--- src/rtl/mdio_master.sv ---
module mdio_master #(
  parameter int PHY_W   = 5,
  parameter int REG_W   = 5,
  parameter int DATA_W  = 16,
  parameter int PRE_LEN = 32
) (
  input  logic              clk,
  input  logic              rst_n,
  input  logic [2:0]        cfg_div_sel,
  input  logic              cfg_no_preamble,
  input  logic              cfg_scan_inc,
  input  logic              cfg_soft_reset,
  input  logic              cmd_read,
  input  logic              cmd_write,
  input  logic              cmd_repeat,
  input  logic [PHY_W-1:0]  cmd_phy,
  input  logic [REG_W-1:0]  cmd_reg,
  input  logic [DATA_W-1:0] cmd_wdata,
  output logic              busy,
  output logic              rd_valid,
  output logic [DATA_W-1:0] rd_data,
  output logic [PHY_W-1:0]  rd_phy,
  output logic              mdc,
  output logic              mdio_o,
  output logic              mdio_oe,
  input  logic              mdio_i
);
  localparam int FLEN   = PRE_LEN + 6 + PHY_W + REG_W + DATA_W;
  localparam int IW     = $clog2(FLEN);
  localparam int TA_AT  = PRE_LEN + 4 + PHY_W + REG_W;
  localparam int DAT_AT = TA_AT + 2;
  localparam logic [IW-1:0] LAST  = IW'(FLEN - 1);
  localparam logic [IW-1:0] FIRST = IW'(PRE_LEN);

  logic [3:0]        half_q, cnt;
  logic              rd_q, scan_q, nopre_q;
  logic [PHY_W-1:0]  phy_q, lim_q, next_phy;
  logic [REG_W-1:0]  reg_q;
  logic [DATA_W-1:0] wdat_q, rx;
  logic [IW-1:0]     bidx;
  logic [FLEN-1:0]   frame;
  logic              accept, tick;

  function automatic logic [3:0] half_of(input logic [2:0] sel);
    case (sel)
      3'd2:    half_of = 4'd3;
      3'd3:    half_of = 4'd4;
      3'd4:    half_of = 4'd5;
      3'd5:    half_of = 4'd7;
      3'd6:    half_of = 4'd10;
      3'd7:    half_of = 4'd14;
      default: half_of = 4'd2;
    endcase
  endfunction

  assign frame = {{PRE_LEN{1'b1}}, 2'b01, rd_q ? 2'b10 : 2'b01, phy_q, reg_q,
                  rd_q ? 2'b00 : 2'b10, rd_q ? {DATA_W{1'b0}} : wdat_q};
  assign mdio_o   = busy & frame[LAST - bidx];
  assign mdio_oe  = busy & ~(rd_q & (bidx >= IW'(TA_AT)));
  assign accept   = !busy && (cmd_read || cmd_write) && !cfg_soft_reset;
  assign tick     = busy && (cnt == half_q - 4'd1);
  assign next_phy = !scan_q ? phy_q :
                    (phy_q >= lim_q) ? PHY_W'(1) : phy_q + 1'b1;

  always_ff @(posedge clk or negedge rst_n) begin
    if (!rst_n) begin
      busy <= 1'b0; mdc <= 1'b0; cnt <= '0; bidx <= '0;
      rd_valid <= 1'b0; rd_data <= '0; rd_phy <= '0; rx <= '0;
      half_q <= 4'd2; rd_q <= 1'b0; scan_q <= 1'b0; nopre_q <= 1'b0;
      phy_q <= '0; lim_q <= '0; reg_q <= '0; wdat_q <= '0;
    end else begin
      rd_valid <= 1'b0;
      if (cfg_soft_reset) begin
        busy <= 1'b0; mdc <= 1'b0; cnt <= '0;
      end else if (accept) begin
        busy    <= 1'b1;
        mdc     <= 1'b0;
        cnt     <= '0;
        half_q  <= half_of(cfg_div_sel);
        rd_q    <= cmd_read;
        scan_q  <= cmd_read & cfg_scan_inc;
        nopre_q <= cfg_no_preamble;
        phy_q   <= (cmd_read && cfg_scan_inc) ? PHY_W'(1) : cmd_phy;
        lim_q   <= cmd_phy;
        reg_q   <= cmd_reg;
        wdat_q  <= cmd_wdata;
        bidx    <= cfg_no_preamble ? FIRST : '0;
      end else if (tick) begin
        cnt <= '0;
        mdc <= ~mdc;
        if (!mdc) begin
          if (rd_q && bidx >= IW'(DAT_AT)) rx <= {rx[DATA_W-2:0], mdio_i};
        end else if (bidx != LAST) begin
          bidx <= bidx + 1'b1;
        end else begin
          if (rd_q) begin
            rd_valid <= 1'b1;
            rd_data  <= rx;
            rd_phy   <= phy_q;
          end
          if (rd_q && cmd_repeat) begin
            phy_q <= next_phy;
            bidx  <= nopre_q ? FIRST : '0;
          end else begin
            busy <= 1'b0;
          end
        end
      end else if (busy) begin
        cnt <= cnt + 4'd1;
      end
    end
  end
endmodule

--- config.mk ---
export PLATFORM = sky130hd
export DESIGN_NAME = mdio_master
export DESIGN_NICKNAME = d
export VERILOG_FILES = /design/src/rtl/mdio_master.sv
export SDC_FILE = /design/constraint.sdc
export NUM_CORES = 1
export LEC_CHECK = 0
export ABC_AREA = 0
export BUFFER_PORTS_ARGS = -buffer_cell sky130_fd_sc_hd__buf_4
export CAP_MARGIN = 10
export CORE_ASPECT_RATIO = 1.2
export CORE_MARGIN = 4
export CORE_UTILIZATION = 57
export CTS_BUF_LIST = sky130_fd_sc_hd__clkbuf_2 sky130_fd_sc_hd__clkbuf_4 sky130_fd_sc_hd__clkbuf_8
export CTS_CLUSTER_DIAMETER = 100
export DETAILED_ROUTE_END_ITERATION = 12
export GPL_ROUTABILITY_DRIVEN = 0
export PLACE_DENSITY = 0.8
export SLEW_MARGIN = 10
export SYNTH_ARGS = -nofsm -noshare
export SYNTH_HDL_FRONTEND = slang
export SYNTH_SLANG_ARGS = --single-unit
--- constraint.sdc ---
create_clock -name clk -period 4.8 [get_ports clk]
set_clock_uncertainty 0.2 [all_clocks]
set_input_delay 0 -clock clk [delete_from_list [all_inputs] [get_ports clk]]
set_output_delay 0 -clock clk [all_outputs]
set_load 0.03 [all_outputs]
After elaboration in Yosys (flattened, before gate mapping)
Cells that the tools add are included.
{"block": "classes", "add_sub_neg": 5, "magnitude_cmp": 4, "n_eq_ne": 11, "muxes": 40, "bitwise": 9, "reduce_logical": 23}
{"op": "$mux 6", "n": 7}
{"op": "$mux 5", "n": 8}
{"op": "$pmux 4 s6", "n": 1}
{"op": "$mux 1", "n": 16}
{"op": "$mux 16", "n": 1}
{"op": "$mux 4", "n": 4}
{"op": "$eq 3x3->1 const B", "n": 4}
{"op": "$ge 6x6->1 const B", "n": 2}
{"op": "$reduce_and 6->1", "n": 2}
{"op": "$reduce_bool 3->1", "n": 3}
{"op": "$reduce_and 4->1", "n": 2}
{"op": "$reduce_bool 2->1", "n": 4}
{"op": "$lt 6x7->1 const B", "n": 1}
{"op": "$add 6x1->6 const B", "n": 1}
{"op": "$bmux 1 s6", "n": 1}
{"op": "$eq 3x2->1 const B", "n": 2}
{"op": "$logic_and 1x1->1", "n": 6}
{"op": "$ne 3x3->1 const B", "n": 2}
{"op": "$ne 6x6->1 const B", "n": 1}
{"op": "$sub 6x6->6 const A", "n": 1}
{"op": "$add 5x1->5 const B", "n": 1}
{"op": "$ge 5x5->1", "n": 1}
{"op": "$not 1->1", "n": 5}
{"op": "$reduce_and 5->1", "n": 1}
{"op": "10 further kinds", "n": 15}
{"block": "word_totals", "regBits": 88, "input_bits": 38}

Depth between registers and ports, before layout
Gate-level depths: netlist of run 1.
{"block": "depth", "word_depth": 8, "ltp_mapped": 8}

Least setup slack after synthesis of run 1
Ideal clock, no wire load.
{"block": "synth_path", "path_type": "register -> register", "startpoint": "reg half_q[1]", "endpoint": "reg bidx[5]", "arrival_ns": 2.194, "required_ns": 4.475, "slack_ns": 2.281, "stages_incl_launch_ff": 9, "synth_period_minus_slack_ns": 2.519, "cell_sequence": "dfstp_2 -> inv_1 -> ha_1 -> xor2_1 -> nand3_1 -> or3_1 -> buf_2 -> o21ai_1 -> mux2_2"}
{"block": "synth_between", "elab_chain_cells": 5}
{"element": "from (decl)", "line_no": "35", "source": "logic [3:0] half_q, cnt;"}
{"element": "from (signal assigned)", "line_no": "79", "source": "half_q <= half_of(cfg_div_sel);"}
{"element": "$sub 4x1->4", "line_no": "61", "source": "assign tick = busy && (cnt == half_q - 4'd1);"}
{"element": "$eq 4x4->1", "line_no": "61"}
{"element": "$logic_and 1x1->1", "line_no": "61"}
{"element": "$reduce_bool 2->1 (no source line)"}
{"element": "$reduce_and 4->1 (no source line)"}
{"element": "to (signal assigned)", "line_no": "87", "source": "bidx <= cfg_no_preamble ? FIRST : '0;"}
{"element": "to (signal assigned)", "line_no": "94", "source": "bidx <= bidx + 1'b1;"}
{"element": "to (signal assigned)", "line_no": "103", "source": "bidx <= nopre_q ? FIRST : '0;"}
{"element": "to (decl)", "line_no": "40", "source": "logic [IW-1:0] bidx;"}
No other way between the ends.
A chain may end at the register's enable or synchronous reset.

Worst setup path after layout of run 1
{"block": "layout_path", "startpoint": "reg half_q[1]", "endpoint": "reg busy"}
{"block": "layout_between", "elab_chain_cells": 5}
{"element": "$sub 4x1->4", "line_no": "61"}
{"element": "$eq 4x4->1", "line_no": "61"}
{"element": "$logic_and 1x1->1", "line_no": "61"}
{"element": "$reduce_bool 3->1 (no source line)"}
{"element": "$reduce_and 4->1 (no source line)"}
{"element": "to (signal assigned)", "line_no": "67", "source": "busy <= 1'b0; mdc <= 1'b0; cnt <= '0; bidx <= '0;"}
{"element": "to (signal assigned)", "line_no": "74", "source": "busy <= 1'b0; mdc <= 1'b0; cnt <= '0;"}
{"element": "to (signal assigned)", "line_no": "76", "source": "busy <= 1'b1;"}
{"element": "to (decl)", "line_no": "19", "source": "output logic busy,"}
No other way between the ends.

==> results.json, run 1 <==
{
  "power_density_nw_per_um2": 348.4,
  "wl_per_cell_um": 16.49,
  "placed_area_um2": 4795,
  "grt.total_usage_pct": 23.83,
  "relSlewSlack_pct": 52.56,
  "placementRows": 34,
  "initial_standard_cell_utilization_of_the_core_pct": 58.57,
  "worst_pin_slew_ps": 711.6,
  "post_synth_inst_count": 407,
  "chipHeight_um": 102.7,
  "drv.max_cap_violation_count": 0,
  "cts_buffers": 9,
  "core-area_um2": 7274,
  "clock-sinks": 88,
  "start_kind": "flip-flop",
  "layout.nets": 556,
  "antenna_cells_inserted": 0,
  "fraction_of_met2_tracks_used_by_global_routing_pct": 40.09,
  "worst_path_slowest_cell": "sky130_fd_sc_hd__dlygate4sd3_1",
  "critPathArrivalTime_ps": 3080,
  "dpl.cell_count": 544,
  "maximum_number_of_pins_on_one_net_before_global_route_repair": 60,
  "number_of_unique_standard_cell_types_used_by_synthesis": 55,
  "top_level_ports": 64,
  "post_synth_edffs": 0,
  "buffer_type_at_the_clock_tree_root": "sky130_fd_sc_hd__clkbuf_8",
  "post_synthesis_to_final_layout_area_growth_pct": 29.13,
  "vdd.ir_drop.worst_v": 0.0002302,
  "portBuffers": 63,
  "fmax_mhz": 328.3,
  "p_int_mw": 1.397,
  "setup_violations": 0,
  "path_class": "reg -> reg",
  "combinationalPowerShare_pct": 18.4,
  "cts-htree-levels": 3,
  "seq_power_share_pct": 46.6,
  "hold_path.class": "in -> reg",
  "drt_antenna_net_count": 0,
  "post_dp_hpwl_um": 6215,
  "drive_gt1_share_pct": 23.83,
  "synth_top_flop_cell": "sky130_fd_sc_hd__dfrtp_1",
  "outcome": "finished clean",
  "power.switching_mw": 0.5194,
  "setup_tns_ps": 0,
  "initialDrtViolationCount": 216,
  "synth.most_common_cell": "sky130_fd_sc_hd__nand2_1",
  "synth_sequential_area_ratio_pct": 51.72,
  "rsz_0062_raised_after_global_routing": "false",
  "detailedRoute.firstPassIterationCount": 6,
  "finalCritPeriodShare_pct": 63.47,
  "switching_share_pct": 27.10,
  "vias_per_cell": 5.799,
  "grtUsageMet3_pct": 5.196,
  "num_vias": 3491,
  "groute.layer.met1.usage_pct": 29.82,
  "finalMaxSlewViolations": 0,
  "synth_top_cells_by_area": "sky130_fd_sc_hd__dfrtp_1 51%, sky130_fd_sc_hd__nand2_1 8.8%, sky130_fd_sc_hd__mux2_2 6.6%",
  "final_design_area_no_fill_um2": 5502,
  "insertion_delay_ps": 350,
  "p_clk_share_pct": 34.9,
  "cts.clk_slew.worst_paths_ps": 80,
  "share_of_synthesized_registers_carrying_an_async_set_or_reset_pct": 100.0,
  "crit_path_max_fanout": 8,
  "grt_most_used_layer": "met2",
  "timing.final.hold_violations": 0,
  "synth.cells.most_frequent": "100 x sky130_fd_sc_hd__nand2_1, 87 x sky130_fd_sc_hd__dfrtp_1, 25 x sky130_fd_sc_hd__mux2_2",
  "yosysWarningCount": 0,
  "cp_cell_sequence": "inv_1, ha_1, xor2_1, nand3_1, or3_1, o31ai_1, a21oi_1, dlygate4sd3_1",
  "power.static_leakage_nw": 2.682,
  "netlist_area_um2": 4260,
  "synth_area_per_cell_um2": 10.47,
  "die_width_um": 86.92,
  "crit_path_end_kind": "flip-flop",
  "grt_first_pass_wirelength_um": 16560,
  "cp.required_ps": 4840,
  "synth_nets": 455,
  "first_global_vias": 3490,
  "route.final.wire_length_um": 9924,
  "ctsLongestPathBuffers": 2,
  "netlist.area_leader.share_pct": 51.10,
  "tritoncts": "built",
  "synth_area_leader_cell": "sky130_fd_sc_hd__dfrtp_1",
  "drcViolationCount": 0,
  "layout.core_utilization_pct": 75.63,
  "final_cell_count_no_fill": 602,
  "grt_antenna_before_repair": 0,
  "critPathMaxStageDelay_ps": 570,
  "globalRouteOverflowTotal": 0,
  "fp.dieArea_um2": 8927,
  "layout_min_cycle_time_ps": 3046,
  "cts.repair.resized": 0,
  "synth.ff_latch_count": 88
}
## power groups by stage
stage,logic [mW],registers (mW),clock network [mW]
finish,0.353,0.894,0.669
global route,0.401,0.902,0.713
CTS,0.353,0.890,0.678
detailed placement,0.319,0.904,0
global placement,0.308,0.900,0
floorplan,0.235,0.872,0
## final timing paths
path | end | cells after the start | startpoint | slack, ps
max | busy | 8 | half_q[1] | 1750
min | phy_q[4] | 5 | cmd_repeat | 40
max reg2reg | busy | 8 | half_q[1] | 1750
min reg2reg | reg_q[2] | 2 | reg_q[2] | 280
max in group asynchronous | rx[0] | 4 | rst_n | 3170
min in group asynchronous | wdat_q[3] | 4 | rst_n | 510
## worst max-delay path, delay by kind of cell (launching register included)
| family | cells | cell delay [ps] |
|---|---|---|
| XOR/XNOR | 1 | 150 |
| buffers and inverters | 2 | 620 |
| adder cells (fa/ha/maj) | 1 | 280 |
| AND/OR/NAND/NOR | 2 | 750 |
| AO/OA/AOI/OAI | 2 | 380 |
| flip-flops | 1 | 560 |
## state kept, by name, indices dropped and copies added, names as in the netlist
name / flops
half_q: 4
reg_q: 5
nopre_q: 1
scan_q: 1
rd_q: 1
cnt: 4
rd_phy: 5
lim_q: 5
bidx: 6
rd_data: 16
wdat_q: 16
rx: 16
rd_valid: 1
mdc: 1
busy: 1
phy_q: 5
## per-stage QoR
step | power (mW) | hold slack [ps] | setup WS [ps]
CTS | 1.921 | 1.122 | 1753
floorplan | 1.107 | -495.6 | 2281
detailed placement | 1.223 | -247.3 | 2024
global placement | 1.209 | -253.2 | 2120
global route | 2.016 | 64.51 | 1557
finish | 1.917 | 44.72 | 1754
## layout make-up
class / count / area (um2)
clock buffers: 10 / 137.6
clock inverters: 5 / 128.9
fillers: 482 / 1773
inverters: 19 / 71.32
multi-input cells: 280 / 1904
flip-flops and latches: 88 / 2203
well taps: 90 / 112.6
repair buffers: 110 / 943.4
## logic make-up after synthesis
group / Yosys count / synth area share [%]
AOI/OAI and AO/OA: 57 / 8.606
xor gates and xnor gates: 7 / 1.439
DFF: 88 / 51.72
muxes: 49 / 14.19
adders and majority gates: 10 / 2.937
and+or+nand+nor: 157 / 17.47
buffers and inverters: 39 / 3.642
## what timing repair did
action | in CTS | in global routing
buffers inserted | 0 | 0
endpoints found under the setup margin | 0 | 0
hold buffers | 43 | 0
hold endpoints to repair | 98 | 0
## cells in the final DEF (no fill, tap or decap), drive strengths merged, types with 2 or more instances in the layout
cell         Yosys  layout
a22oi            4       4
o21ai           19      19
and4b            2       2
a31o             2       2
buf              7      68
nand3           13      13
xor2             3       3
and3             2       2
a41oi            2       2
o221ai           3       3
nor2b            2       2
inv             19      19
mux2            41      41
dfrtp           87      87
nor4             3       3
a31oi            2       2
ha              10      10
a21oi           12      12
nor2            10      10
o211ai           3       3
mux4             5       5
nor3             3       3
dlygate4sd3      0      42
nor3b            2       2
and2             2       2
nand2          100     100
bufinv           0       4
nand2b           6       6
xnor2            4       4
mux2i            3       3
clkbuf          13      10
nand4            6       6
## metal layers
layer	vias to the layer above	routed length (um)
met5	-	0
met4	0	376
met3	47	726
met2	159	4901
met1	1674	3921
li1	1611	-
Power figures use the tool's default switching activity.
==> inputs of run 2 (changes only) <==
==> constraint.sdc (replaced) <==
create_clock -name clk -period 3 [get_ports clk]
set_clock_uncertainty 0.2 [all_clocks]
set_input_delay 0 -clock clk [delete_from_list [all_inputs] [get_ports clk]]
set_output_delay 0 -clock clk [all_outputs]
set_load 0.03 [all_outputs]
==> results.json, run 2 (same netlist as run 1, synthesis figures left out) <==
{
  "timing.reg2reg.worst_path_depth": 7,
  "critPathMaxStageDelay_ps": 550,
  "final_cell_count_no_fill": 610,
  "setup_tns_ps": 0,
  "post_dp_hpwl_um": 6595,
  "start_kind": "flip-flop",
  "die_width_um": 86.92,
  "drt_antenna_net_count": 0,
  "grt_first_pass_wirelength_um": 17330,
  "worst_path_slowest_cell": "sky130_fd_sc_hd__dfstp_2",
  "critPathArrivalTime_ps": 2820,
  "initialDrtViolationCount": 267,
  "finalCritPeriodShare_pct": 92.38,
  "timing.reg2reg.setup_slack_ps": 230,
  "cts-htree-levels": 3,
  "power_density_nw_per_um2": 508.9,
  "fp.dieArea_um2": 8927,
  "chipHeight_um": 102.7,
  "layout_min_cycle_time_ps": 2771,
  "vdd.ir_drop.worst_v": 0.0003345,
  "cts_buffers": 9,
  "initial_standard_cell_utilization_of_the_core_pct": 58.57,
  "worst_pin_slew_ps": 909.5,
  "drive_gt1_share_pct": 24.62,
  "maximum_number_of_pins_on_one_net_before_global_route_repair": 73,
  "vias_per_cell": 5.777,
  "route.final.wire_length_um": 10090,
  "power.static_leakage_nw": 2.664,
  "fmax_mhz": 360.8,
  "clock-sinks": 88,
  "layout.nets": 563,
  "mostFrequentLayoutCell": "sky130_fd_sc_hd__nand2_1",
  "cts.repair.resized": 0,
  "crit_path_max_fanout": 16,
  "num_vias": 3524,
  "dpl.cell_count": 550,
  "hold_path.class": "in -> async",
  "final.hold.worst_slack_ps": 95.45,
  "grt_antenna_before_repair": 0,
  "cts_hold_buf": 44,
  "rsz_0062_raised_after_global_routing": "false",
  "crit_path_end_kind": "flip-flop",
  "cts.clk_slew.worst_paths_ps": 90,
  "most-common-layout-cells": "100 x sky130_fd_sc_hd__nand2_1, 87 x sky130_fd_sc_hd__dfrtp_1, 73 x sky130_fd_sc_hd__buf_4",
  "total_power_mw": 2.780,
  "timing.final.hold_violations": 0,
  "cp.required_ps": 3050,
  "drv.max_cap_violation_count": 0,
  "setup_violations": 0,
  "relSlewSlack_pct": 39.37,
  "tritoncts": "built",
  "path_class": "reg -> reg",
  "grt.total_usage_pct": 24.77,
  "insertion_delay_ps": 360,
  "core-area_um2": 7274,
  "layout.core_utilization_pct": 75.09,
  "cp_cell_sequence": "inv_1, ha_1, xor2_1, nand3_1, nor3_4, nand4_4, mux2_1",
  "post_cts.repair.setup_buffers": 0,
  "detailedRoute.firstPassIterationCount": 5,
  "wl_per_cell_um": 16.55,
  "worst-path-buf-inv": 1,
  "timing.critical_path.depth": 7,
  "antenna_cells_inserted": 0,
  "drcViolationCount": 0,
  "post_synthesis_to_final_layout_area_growth_pct": 28.22,
  "largestRegisters": "rd_data (16), rx (16), wdat_q (16)",
  "ctsLongestPathBuffers": 2,
  "finalMaxSlewViolations": 0,
  "first_global_vias": 3682,
  "top_level_ports": 64,
  "outcome": "finished clean",
  "globalRouteOverflowTotal": 0,
  "portBuffers": 63,
  "worst_path_dominant_cell_family": "simple AND/OR/NAND/NOR gates",
  "buffer_type_at_the_clock_tree_root": "sky130_fd_sc_hd__clkbuf_8",
  "placementRows": 34
}
## run 2: cell type report
type                       instances  area (um2)
multi-input combinational        280        1904
tap                               90       112.6
fill                             492        1812
clock buffer                      12       152.6
sequential                        88        2203
inverter                          19       71.32
clock inverter                     4       30.03
timing repair buffer             117       988.4
## run 2: worst paths after layout
check,from,endpoint
min in group clk,cmd_wdata[13],wdat_q[13]
min,rst_n,wdat_q[8]
max in group asynchronous,rst_n,half_q[1]
min reg2reg,reg_q[4],reg_q[4]
max reg2reg,half_q[1],rx[11]
max,half_q[1],rx[11]
## run 2: power by group
group,internal [mW],total (mW),switching [mW],leakage (nW)
logic,0.279,0.576,0.297,1.41
registers,1.30,1.43,0.125,1.16
clock network,0.344,0.776,0.432,0.0934
## run 2: metal layers
layer,global-route usage (%),vias to the layer above,routed length [um]
met5,0,-,0
met4,9.952,0,240
met3,4.157,32,593
met2,42.78,120,5148
met1,30.98,1745,4112
li1,-,1627,-
## run 2: per-stage QoR
stage	area [um2]	setup WS [ps]
6_report	5463	228.7
5_1_grt	5463	59.14
4_1_cts	5463	246.5
3_5_place_dp	4840	260.6
3_3_place_gp	4840	362.7
2_1_floorplan	4260	481.2
